==> src/rtl/sar_pkg.sv <==
package sar_pkg;
  typedef enum logic [1:0] {
    ACT_HOLD    = 2'd0,
    ACT_RESTART = 2'd1,
    ACT_STEP    = 2'd2
  } sar_act_e;
endpackage

==> src/rtl/sar_ctrl.sv <==
module sar_ctrl
  import sar_pkg::*;
(
  input  logic     clk,
  input  logic     rst_n,
  input  logic     enable,
  input  logic     meas_valid,
  input  logic     done_i,
  output sar_act_e act
);
  logic en_q;

  always_ff @(posedge clk or negedge rst_n) begin
    if (!rst_n) en_q <= 1'b0;
    else        en_q <= enable;
  end

  always_comb begin
    act = ACT_HOLD;
    if (enable && !en_q)                      act = ACT_RESTART;
    else if (enable && meas_valid && !done_i) act = ACT_STEP;
  end

  // a finished search never takes a step
  assert_no_step_after_done_R6: assert property (@(posedge clk) disable iff (!rst_n)
    done_i |-> act != ACT_STEP);
  // nothing but hold while disabled
  assert_idle_when_off_R7: assert property (@(posedge clk) disable iff (!rst_n)
    !enable |-> act == ACT_HOLD);
endmodule

==> src/rtl/sar_step.sv <==
module sar_step #(
  parameter int CODE_W = 8,
  parameter int CNT_W  = 9
) (
  input  logic [CODE_W-1:0] code_i,
  input  logic [CODE_W-1:0] mask_i,
  input  logic [CNT_W-1:0]  meas_i,
  input  logic [CNT_W-1:0]  target_i,
  output logic [CODE_W-1:0] code_o,
  output logic [CODE_W-1:0] mask_o,
  output logic              last_o
);
  logic              below;
  logic [CODE_W-1:0] next_trial;

  assign below      = meas_i < target_i;
  assign next_trial = mask_i >> 1;
  assign last_o     = mask_i[0];

  always_comb begin
    if (below) code_o = code_i | next_trial;
    else       code_o = (code_i & ~mask_i) | next_trial;
    mask_o = next_trial;
  end
endmodule

==> src/rtl/sar_code_search.sv <==
module sar_code_search
  import sar_pkg::*;
#(
  parameter int CODE_W = 8,
  parameter int CNT_W  = 9
) (
  input  logic              clk,
  input  logic              rst_n,
  input  logic              enable,
  input  logic              meas_valid,
  input  logic [CNT_W-1:0]  meas_count,
  input  logic [CNT_W-1:0]  target_count,
  output logic [CODE_W-1:0] code,
  output logic [CODE_W-1:0] trial_mask,
  output logic              done
);
  localparam logic [CODE_W-1:0] INIT_VAL = {1'b1, {(CODE_W-1){1'b0}}};
  localparam logic [CODE_W-1:0] LSB_ONLY = {{(CODE_W-1){1'b0}}, 1'b1};

  logic [CODE_W-1:0] code_q, mask_q, code_d, mask_d, step_code, step_mask;
  logic              done_q, done_d, step_last, load;
  sar_act_e          act;

  sar_ctrl u_ctrl (
    .clk(clk), .rst_n(rst_n), .enable(enable), .meas_valid(meas_valid),
    .done_i(done_q), .act(act)
  );

  sar_step #(.CODE_W(CODE_W), .CNT_W(CNT_W)) u_step (
    .code_i(code_q), .mask_i(mask_q), .meas_i(meas_count), .target_i(target_count),
    .code_o(step_code), .mask_o(step_mask), .last_o(step_last)
  );

  always_comb begin
    load   = 1'b0;
    code_d = code_q;
    mask_d = mask_q;
    done_d = done_q;
    case (act)
      ACT_RESTART: begin
        load = 1'b1; code_d = INIT_VAL; mask_d = INIT_VAL; done_d = 1'b0;
      end
      ACT_STEP: begin
        load = 1'b1; code_d = step_code; mask_d = step_mask; done_d = step_last;
      end
      default: ;
    endcase
  end

  always_ff @(posedge clk or negedge rst_n) begin
    if (!rst_n) begin
      code_q <= INIT_VAL;
      mask_q <= INIT_VAL;
      done_q <= 1'b0;
    end else if (load) begin
      code_q <= code_d;
      mask_q <= mask_d;
      done_q <= done_d;
    end
  end

  assign code       = code_q;
  assign trial_mask = mask_q;
  assign done       = done_q;

  // the trial mask never holds more than one bit
  assert_mask_onehot_R4: assert property (@(posedge clk) disable iff (!rst_n)
    $onehot0(mask_q));
  // each step walks the mask one position
  assert_mask_walk_R4: assert property (@(posedge clk) disable iff (!rst_n)
    act == ACT_STEP |=> mask_q == ($past(mask_q) >> 1));
  // the bit-0 decision ends the search
  assert_final_step_R5: assert property (@(posedge clk) disable iff (!rst_n)
    (act == ACT_STEP && mask_q == LSB_ONLY) |=> (done_q && mask_q == '0));
  // a finished code is frozen until restart
  assert_done_freeze_R6: assert property (@(posedge clk) disable iff (!rst_n)
    (done_q && act != ACT_RESTART) |=> $stable(code_q));
  // disabled means held
  assert_hold_off_R7: assert property (@(posedge clk) disable iff (!rst_n)
    !enable |=> ($stable(code_q) && $stable(mask_q) && $stable(done_q)));
  // restart reloads the start point
  assert_restart_R8: assert property (@(posedge clk) disable iff (!rst_n)
    act == ACT_RESTART |=> (code_q == INIT_VAL && mask_q == INIT_VAL && !done_q));
endmodule

==> config.mk <==
export PLATFORM = sky130hd
export DESIGN_NAME = sar_code_search
export DESIGN_NICKNAME = d
export VERILOG_FILES = /design/src/rtl/sar_pkg.sv /design/src/rtl/sar_ctrl.sv /design/src/rtl/sar_step.sv /design/src/rtl/sar_code_search.sv
export SDC_FILE = /design/constraint.sdc
export NUM_CORES = 1
export LEC_CHECK = 0
export BUFFER_PORTS_ARGS = -buffer_cell sky130_fd_sc_hd__buf_2
export CELL_PAD_IN_SITES_DETAIL_PLACEMENT = 1
export CELL_PAD_IN_SITES_GLOBAL_PLACEMENT = 1
export CORE_ASPECT_RATIO = 0.6
export CORE_MARGIN = 2
export CORE_UTILIZATION = 34
export DETAILED_ROUTE_END_ITERATION = 8
export PLACE_DENSITY = 0.85
export SYNTH_ARGS = -nofsm -noshare
export SYNTH_HDL_FRONTEND = slang
export SYNTH_SLANG_ARGS = --single-unit
==> constraint.sdc <==
create_clock -name clk -period 1.37 [get_ports clk]
set_clock_uncertainty 0.05 [all_clocks]
set_input_delay 0.0685 -clock clk [delete_from_list [all_inputs] [get_ports clk]]
set_output_delay 0.0685 -clock clk [all_outputs]
set_load 0.1 [all_outputs]
==> flow_summary_export.csv, run 1 <==
group,metric,value,unit
status,status,"complete, but fails checks",
status,violations,"setup timing",
cts,cts.reportedPaths.clkPinSlew,0.07,ns
critical_path,crit_required,1.49,ns
floorplanning,start_util,37.26,%
critical_path,max_stage_delay,0.48,ns
floorplanning,core_area,0.002592,sq mm
cts,htreeDepth,1,
placed_design,preCtsSetupSlack,-0.1471,ns
logic_synthesis,synth_nets,128,
placed_design,port_buffers,38,
drt,drt-wirelength-per-cell,16.83,um
logic_synthesis,netlist_instances,98,
finish,fin_cells,183,
global_route,grt_pass1_vias,1043,
floorplanning,io_pins,39,
logic_synthesis,synth_top_area_share,41.45,%
global_route,groute.usage.overall,19.80,%
timing,worst_slack,-0.1396,ns
floorplanning,die_h,45.29,um
floorplanning,die_area,0.003297,sq mm
cts,clockBufferDepth,2,
floorplanning,rows,14,
critical_path,cp_num_buf_inv,1,
global_route,grt_max_degree,19,
timing,post-route-period-util,110.2,%
hold_path,hold_class,"in2reg",
timing,hold_violations,0,
global_route,overflow,0,
logic_synthesis,yosysUniqueCellTypes,24,
timing,setup_viol,8,
critical_path,cp.arrival,1.63,ns
finish,area_growth,54.02,%
critical_path,worst_setup_path_end_kind,"register",
placed_design,place_inst,175,
critical_path,cp_max_fo,5,
timing,worst_pin_slew,0.4926,ns
pwr,finalPower,1.417,mW
cts,clock_latency,0.25,ns
placed_design,dpl.hpwl,2266,um
logic_synthesis,synthArstFlopShare,100.0,%
pwr,p_per_area,952.6,mW/mm^2
finish,antenna-diode-count,0,
job,max_cap_violations,0,
logic_synthesis,synth_warnings,0,
logic_synthesis,yosysTopAreaCell,"dfrtp_1",
logic_synthesis,yosysMostFrequentCell,"nand2_1",
finish,drive_gt1_share,50.99,%
logic_synthesis,synth_edf_count,0,
timing,final_max_slew_viol_count,0,
pwr,ir_drop,0.5056,mV
cts,cts_tree,"done",
finish,final_util,57.38,%
critical_path,crit_slowest_cell,"dfrtp_4",
finish,nFillCells,308,
finish,seqCellArea,456.7,sq um
logic_synthesis,seq_area_frac_synth,46.89,%
critical_path,critPathKind,"reg2reg",
logic_synthesis,ys_top_cells_by_count,"nand2_1, dfrtp_1, inv_1, ha_1, nand2_2",
finish,nets,182,
placed_design,routabilityCongestion,0.7605,
drt,drt_iter0_markers,25,
drt,drtPass1Iterations,3,
timing,rsz0062_at_grt,"yes",
critical_path,critical_path.cell_chain,"and4b_2 -> buf_12 -> nand2_4 -> a21boi_2 -> a41oi_2",
drt,dr_total_vias,934,
drt,routed_via_density,5.104,
global_route,grt_pass1_wl,4836,um
logic_synthesis,synthesis.area,965.9,sq um
cts,cts-root-buf,"clkbuf_8",
pwr,cellLeakagePower,0.8771,nW
logic_synthesis,synthTopCellsByArea,"dfrtp_1, ha_1, nand2_1, dfstp_2, a41oi_1",
logic_synthesis,ys.flop_type,"dfrtp_1",
cts,numCtsBuffers,3,
timing,slew_headroom,67.39,%
global_route,antenna_found_initial,0,
drt,drc_errors,0,
finish,multi_input_area,534.3,sq um
drt,routed_wl,3080,um
logic_synthesis,synth_seq_cells,18,
timing,fmax,662.4,MHz
critical_path,startpoint_type,"register",
timing,fin_crit,1.510,ns
floorplanning,die_w,72.81,um
cts,cts.sinks,18,
logic_synthesis,syn_area_per_cell,9.856,sq um
drt,ant_nets,0,
critical_path,critical_path.top_delay_family,"flip-flops",
==> cell usage in the layout (no fill, tap or decap), drive strengths merged <==
| cell type | instances |
|---|---|
| a211oi | 1 |
| a21boi | 6 |
| a21o | 1 |
| a21oi | 3 |
| a22o | 1 |
| a22oi | 1 |
| a32oi | 1 |
| a41oi | 6 |
| and3 | 1 |
| and4b | 1 |
| buf | 48 |
| clkbuf | 5 |
| dfrtp | 16 |
| dfstp | 2 |
| dlygate4sd3 | 2 |
| ha | 8 |
| inv | 11 |
| nand2 | 29 |
| nand4 | 1 |
| nor2b | 2 |
| o211ai | 1 |
| o21a | 1 |
| o21ai | 3 |
==> area by class of cell <==
type | instances | share of cell area, %
Timing Repair Buffer | 51 | 24.22
Sequential cell | 18 | 30.70
Clock buffer | 4 | 3.701
Inverter | 11 | 2.775
Tap cell | 32 | 2.691
Multi-Input combinational cell | 67 | 35.91
==> power by group <==
group          leakage, nW  internal [mW]  switching [mW]
registers            0.238          0.558          0.0268
logic                0.610          0.123           0.274
clock network       0.0288          0.255           0.180
total                0.877          0.936           0.481
==> layer usage <==
| metal | track usage [%] | vias up | share of wire [%] |
|---|---|---|---|
| li1 | - | 445 | - |
| met1 | 24.58 | 461 | 46 |
| met2 | 34.36 | 24 | 49 |
| met3 | 5.580 | 4 | 3.8 |
| met4 | 5.556 | 0 | 1.1 |
| met5 | 0 | - | 0 |
==> cells by family after synthesis <==
| family | synth area share [%] |
|---|---|
| AND/OR/NAND/NOR | 16.97 |
| AO/OA/AOI/OAI | 19.56 |
| flip-flops | 46.89 |
| buffers and inverters | 6.218 |
| adder cells (fa/ha/maj) | 10.36 |
==> stage by stage <==
step           TNS [ns]  cell area [sq um]  hold WS, ns
6_report        -0.8219               1488       0.1183
2_1_floorplan    -1.551              969.7      -0.2771
3_5_place_dp    -0.9275               1291     -0.02259
3_3_place_gp    -0.1863               1291     -0.03088
4_1_cts         -0.5573               1375       0.1091
5_1_grt          -1.393               1488       0.1202
==> registers in the layout (all words and copies together) (netlist names) <==
name and cells:
done 1, code 8, u_ctrl.en_q 1, trial_mask 8
==> what timing repair did <==
item,in CTS,in global routing
resized for setup,2,17
gates cloned,0,1
hold buffers,2,0
hold endpoints to repair,17,0
setup endpoints to repair,8,7
buffers inserted,0,1
==> worst reg2reg max path, stage by stage (launching register included) <==
cell and delay, ns:
dfrtp_4 0.48, and4b_2 0.35, buf_12 0.15, nand2_4 0.07, a21boi_2 0.16, a41oi_2 0.17
==> worst paths after layout <==
path	cells after the start	slack [ns]	endpoint	startpoint
setup / recovery	5	-0.14	code[3]	done
hold / removal	4	0.12	trial_mask[7]	enable
setup reg to reg	5	-0.14	code[3]	done
hold reg to reg	2	0.46	code[7]	code[7]
max in group asynchronous	2	0.71	done	rst_n
min in group asynchronous	2	0.23	code[6]	rst_n
Note: power is estimated with default switching activity, not from simulation.
==> run 2: changes to the inputs <==
--- a/config.mk
+++ b/config.mk
@@ -13,6 +13,7 @@
 export CORE_UTILIZATION = 34
 export DETAILED_ROUTE_END_ITERATION = 8
 export PLACE_DENSITY = 0.85
+export SETUP_SLACK_MARGIN = 0.5
 export SYNTH_ARGS = -nofsm -noshare
 export SYNTH_HDL_FRONTEND = slang
 export SYNTH_SLANG_ARGS = --single-unit
==> run 2 against run 1 <==
Net effect: highest routed layer unchanged; register-to-register slack got worse by 0.06 ns; critical endpoint is now code[1]; total power rose by 13%; routed wire length rose by 78%; the run still ends with setup timing left; clock-buffer cell count did not move.
==> flow_summary_export.csv, run 2 (same netlist as run 1, synthesis figures left out) <==
group,metric,value,unit
floorplanning,die_w,72.81,um
pwr,p_per_area,825.3,mW/mm^2
cts,clockBufferDepth,2,
job,max_cap_violations,0,
drt,routed_wl,5479,um
drt,drt-wirelength-per-cell,27.95,um
finish,area_growth,101.7,%
status,status,"complete, but fails checks",
pwr,cellLeakagePower,1.030,nW
timing,rsz0062_at_grt,"yes",
placed_design,preCtsSetupSlack,-0.1453,ns
global_route,grt_pass1_vias,1177,
cts,htreeDepth,1,
floorplanning,start_util,37.26,%
critical_path,cp.arrival,1.69,ns
finish,final_util,75.14,%
drt,drt_iter0_markers,65,
global_route,overflow,0,
status,violations,"setup timing",
critical_path,worst_setup_path_end_kind,"register",
drt,ant_nets,0,
global_route,grt_pass1_wl,6327,um
finish,nets,195,
drt,drc_errors,0,
floorplanning,die_area,0.003297,sq mm
timing,fin_setup_tns,-1.228,ns
timing,final_max_slew_viol_count,0,
pwr,ir_drop,0.5134,mV
timing,setup_viol,11,
hold_path,hold_class,"in2reg",
finish,drive_gt1_share,71.34,%
timing,slew_headroom,70.34,%
cts,cts.reportedPaths.clkPinSlew,0.08,ns
global_route,grt_max_degree,19,
timing,worst_pin_slew,0.4449,ns
timing,whs,0.2023,ns
critical_path,startpoint_type,"register",
cts,numCtsBuffers,3,
critical_path,crit_required,1.49,ns
timing,post-route-period-util,114.3,%
drt,dr_total_vias,1156,
cts,cts_tree,"done",
finish,antenna-diode-count,0,
floorplanning,die_h,45.29,um
drt,drtPass1Iterations,4,
cts,cts-root-buf,"clkbuf_8",
drt,routed_via_density,5.898,
floorplanning,core_area,0.002592,sq mm
global_route,antenna_found_initial,0,
critical_path,critPathKind,"reg2reg",
timing,hold_violations,0,
global_route,groute.usage.overall,27.01,%
timing,worst_slack,-0.1958,ns
placed_design,placed_area,0.001318,sq mm
finish,final_cell_mix,"buf_2, buf_12, buf_4",
cts,cts.sinks,18,
finish,fin_area,0.001948,sq mm
placed_design,dpl.hpwl,2211,um
timing,fmax,638.7,MHz
finish,final_common_cell,"buf_2",
floorplanning,rows,14,
floorplanning,io_pins,39,
placed_design,routabilityCongestion,0.7690,
critical_path,cp_max_fo,5,
placed_design,port_buffers,38,
cts,clock_latency,0.27,ns
timing,fin_crit,1.566,ns
==> run 2: changes by cell type in the layout (fill, tap and decap cells not counted), sizes merged <==
cell,delta
buf,+13
==> run 2: layer usage <==
metal	track usage [%]	vias up	part of all wire, %
li1	-	473	-
met1	32.50	593	39
met2	46.55	70	51
met5	0	-	0
met3	7.143	20	6.3
met4	11.85	0	3.8
==> run 2: critical path: stages, from the launching register on <==
cell      delay, ns
dfrtp_4        0.49
and4b_2        0.35
buf_12         0.16
nand2_4        0.06
a21boi_2       0.17
a41oi_2        0.19
==> run 2: final timing paths <==
kind	startpoint	to	slack, ns	depth (start not counted)
max in group asynchronous	rst_n	code[3]	0.71	2
setup / recovery	done	code[1]	-0.20	5
min in group asynchronous	rst_n	code[6]	0.22	2
hold / removal	enable	code[7]	0.20	3
setup reg to reg	done	code[1]	-0.20	5
hold reg to reg	trial_mask[5]	code[5]	0.54	1
==> run 2: where the power goes <==
part	internal (mW)	leakage, nW	switching, mW
clock network	0.257	0.0288	0.211
registers	0.564	0.217	0.0376
logic	0.202	0.784	0.337
total	1.02	1.03	0.586
==> run 2: repair_timing <==
| action | 4_1_cts | 5_1_grt |
|---|---|---|
| hold endpoints to repair | 17 | 0 |
| gates cloned | 0 | 1 |
| pin swaps | 2 | 2 |
| hold buffers | 2 | 0 |
| gates resized for setup | 64 | 39 |
| buffers inserted | 5 | 9 |
| setup endpoints to repair | 34 | 34 |
==> run 2: through the flow <==
stage	cells	total power, mW
after CTS	186	1.487
after detailed placement	175	0.9705
after global placement	175	0.9516
after global routing	196	1.636
after floorplan	98	0.8351
final	196	1.608
==> run 2: area by class of cell <==
cell class              count  area (sq um)
repair buffers             64         690.7
fillers                   243         644.4
multi-input cells          67         640.6
flip-flops and latches     18         480.5
clock buffers               4         55.05
inverters                  11         41.29
well taps                  32         40.04
==> run 3: changes to the inputs <==
--- a/config.mk
+++ b/config.mk
@@ -10,9 +10,9 @@
 export CELL_PAD_IN_SITES_GLOBAL_PLACEMENT = 1
 export CORE_ASPECT_RATIO = 0.6
 export CORE_MARGIN = 2
-export CORE_UTILIZATION = 34
+export CORE_UTILIZATION = 31
 export DETAILED_ROUTE_END_ITERATION = 8
-export PLACE_DENSITY = 0.85
+export PLACE_DENSITY = 0.82
 export SETUP_SLACK_MARGIN = 0.5
 export SYNTH_ARGS = -nofsm -noshare
 export SYNTH_HDL_FRONTEND = slang
==> constraint.sdc (replaced) <==
create_clock -name clk -period 1.4 [get_ports clk]
set_clock_uncertainty 0.05 [all_clocks]
set_input_delay 0.07 -clock clk [delete_from_list [all_inputs] [get_ports clk]]
set_output_delay 0.07 -clock clk [all_outputs]
set_load 0.1 [all_outputs]
==> run 3 against run 2 <==
Net effect: the run still ends with setup timing left; core utilization is 17 points lower; hold slack worse by 0.072 ns; combinational power is 16% lower; register-to-register slack better by 0.14 ns; routed wire length is 37% lower; global-route usage is 6.9 points lower; sequential share of layout area is 3.5 points higher; cell count is 2.6% lower; total power is 8.4% lower; worst setup slack better by 0.14 ns; critical endpoint is now code[6]; largest cell class unchanged.
==> flow_summary_export.csv, run 3 (same netlist as run 1, synthesis figures left out) <==
group,metric,value,unit
status,status,"complete, but fails checks",
status,violations,"setup timing",
cts,htreeDepth,1,
pwr,p_per_area,865.9,mW/mm^2
pwr,power_frac_seq,39.6,%
global_route,grt_pass1_vias,1032,
timing,slew_headroom,71.83,%
placed_design,preCtsSetupSlack,-0.2142,ns
global_route,grt_pass1_wl,5326,um
drt,routed_wl,3432,um
drt,ant_nets,0,
floorplanning,io_pins,39,
global_route,grt_max_degree,19,
timing,setup_viol,7,
critical_path,max_stage_delay,0.47,ns
floorplanning,core_area,0.002928,sq mm
cts,clockBufferDepth,2,
timing,fmax,687.3,MHz
global_route,antenna_found_initial,0,
timing,fin_crit,1.455,ns
floorplanning,start_util,32.99,%
placed_design,place_inst,180,
placed_design,port_buffers,38,
global_route,overflow,0,
cts,cts-root-buf,"clkbuf_8",
global_route,groute.usage.overall,20.11,%
timing,final_max_slew_viol_count,0,
timing,rsz0062_at_grt,"yes",
floorplanning,die_h,47.24,um
finish,final_cell_mix,"nand2_1, buf_2, buf_12",
timing,worst_pin_slew,0.4225,ns
floorplanning,die_w,76.07,um
cts,cts.reportedPaths.clkPinSlew,0.07,ns
pwr,internal_power,0.9757,mW
critical_path,crit_required,1.53,ns
placed_design,routabilityCongestion,0.7357,
finish,nFillCells,326,
pwr,ir_drop,0.4239,mV
timing,post-route-period-util,103.9,%
finish,area_growth,76.04,%
critical_path,worst_setup_path_end_kind,"register",
critical_path,cp.arrival,1.58,ns
drt,dr_total_vias,953,
drt,drtPass1Iterations,4,
cts,numCtsBuffers,3,
critical_path,cp_max_fo,9,
timing,hold_violations,0,
finish,drive_gt1_share,57.72,%
drt,drc_errors,0,
cts,cts_tree,"done",
pwr,switchingPower,0.4966,mW
drt,drt-wirelength-per-cell,17.97,um
critical_path,startpoint_type,"register",
hold_path,hold_class,"in2reg",
critical_path,crit_path_start,"done",
drt,drt_iter0_markers,22,
pwr,p_clk_share,29.8,%
critical_path,critical_path.cell_chain,"and4b_1 -> buf_12 -> nand2_2 -> and3_1 -> a22oi_2",
finish,nets,180,
timing,worst_slack,-0.05502,ns
hold_path,hp-start,"enable",
cts,clock_latency,0.26,ns
cts,cts.sinks,18,
pwr,combPwrFrac,30.6,%
placed_design,dpl.hpwl,2380,um
critical_path,crit_slowest_cell,"dfrtp_4",
pwr,cellLeakagePower,0.8248,nW
pwr,swShare,33.73,%
drt,routed_via_density,4.990,
finish,antenna-diode-count,0,
critical_path,r2r_start,"done",
floorplanning,die_area,0.003593,sq mm
job,max_cap_violations,0,
finish,fin_cells,191,
floorplanning,rows,15,
critical_path,critPathKind,"reg2reg",
[run 3: cell types whose count changed in the layout (fill, tap and decap cells not counted), moves of 4 or more]
cell and change:
a21boi_1 +5, a41oi_1 +4, a41oi_2 -4, buf_4 -11, nand2_1 +6, nand2_4 -8
[run 3: cell type report]
| class | count | area, sq um | area share, % |
|---|---|---|---|
| timing repair buffer | 49 | 559.3 | 32.89 |
| multi-input combinational | 67 | 510.5 | 30.02 |
| tap | 42 | 52.55 | 3.091 |
| inverter | 11 | 43.79 | 2.575 |
| sequential | 18 | 479.2 | 28.18 |
| clock buffer | 4 | 55.05 | 3.238 |
[run 3: repair_timing]
item | in CTS | in global routing
endpoints found under the hold margin | 17 | 0
hold buffers | 2 | 0
pin swaps | 7 | 9
endpoints found under the setup margin | 34 | 34
buffers inserted | 4 | 1
resized for setup | 64 | 13
[run 3: final timing paths]
check | to | slack, ns | depth (start not counted)
max | code[6] | -0.06 | 5
min | trial_mask[7] | 0.13 | 4
max reg2reg | code[6] | -0.06 | 5
min reg2reg | trial_mask[0] | 0.52 | 2
max in group asynchronous | done | 0.73 | 2
min in group asynchronous | trial_mask[4] | 0.24 | 2
[run 3: critical path, delay by kind of cell (launching register included)]
family                 cells  cell delay [ns]
and+or+nand+nor            3             0.57
buffers and inverters      1             0.15
DFF                        1             0.47
AOI/OAI and AO/OA          1             0.13
[run 3: routing by layer]
metal	vias to the layer above	wire (um)	global-route usage [%]
met5	-	0	0
met4	0	21	4.364
met2	27	1798	40.71
li1	445	-	-
met3	4	176	5.962
met1	477	1435	22.20
[run 3: power by group through the flow]
stage	clock, mW	combinational, mW	sequential [mW]
after CTS	0.434	0.432	0.581
after detailed placement	0	0.371	0.584
after global placement	0	0.350	0.581
final	0.438	0.451	0.583
after global routing	0.460	0.477	0.586
after floorplan	0	0.0916	0.726
[run 3: stage by stage]
step	hold WS (ns)	area, sq um	TNS, ns	power [mW]	util (%)
floorplan	-0.2756	996.0	-1.128	0.8172	-
global placement	-0.02884	1292	-0.07130	0.9314	44.15
detailed placement	-0.02004	1292	-1.420	0.9549	44.15
CTS	0.1108	1645	-0.3459	1.446	56.20
global route	0.1614	1700	-0.6155	1.523	58.08
finish	0.1305	1700	-0.2358	1.472	58.08
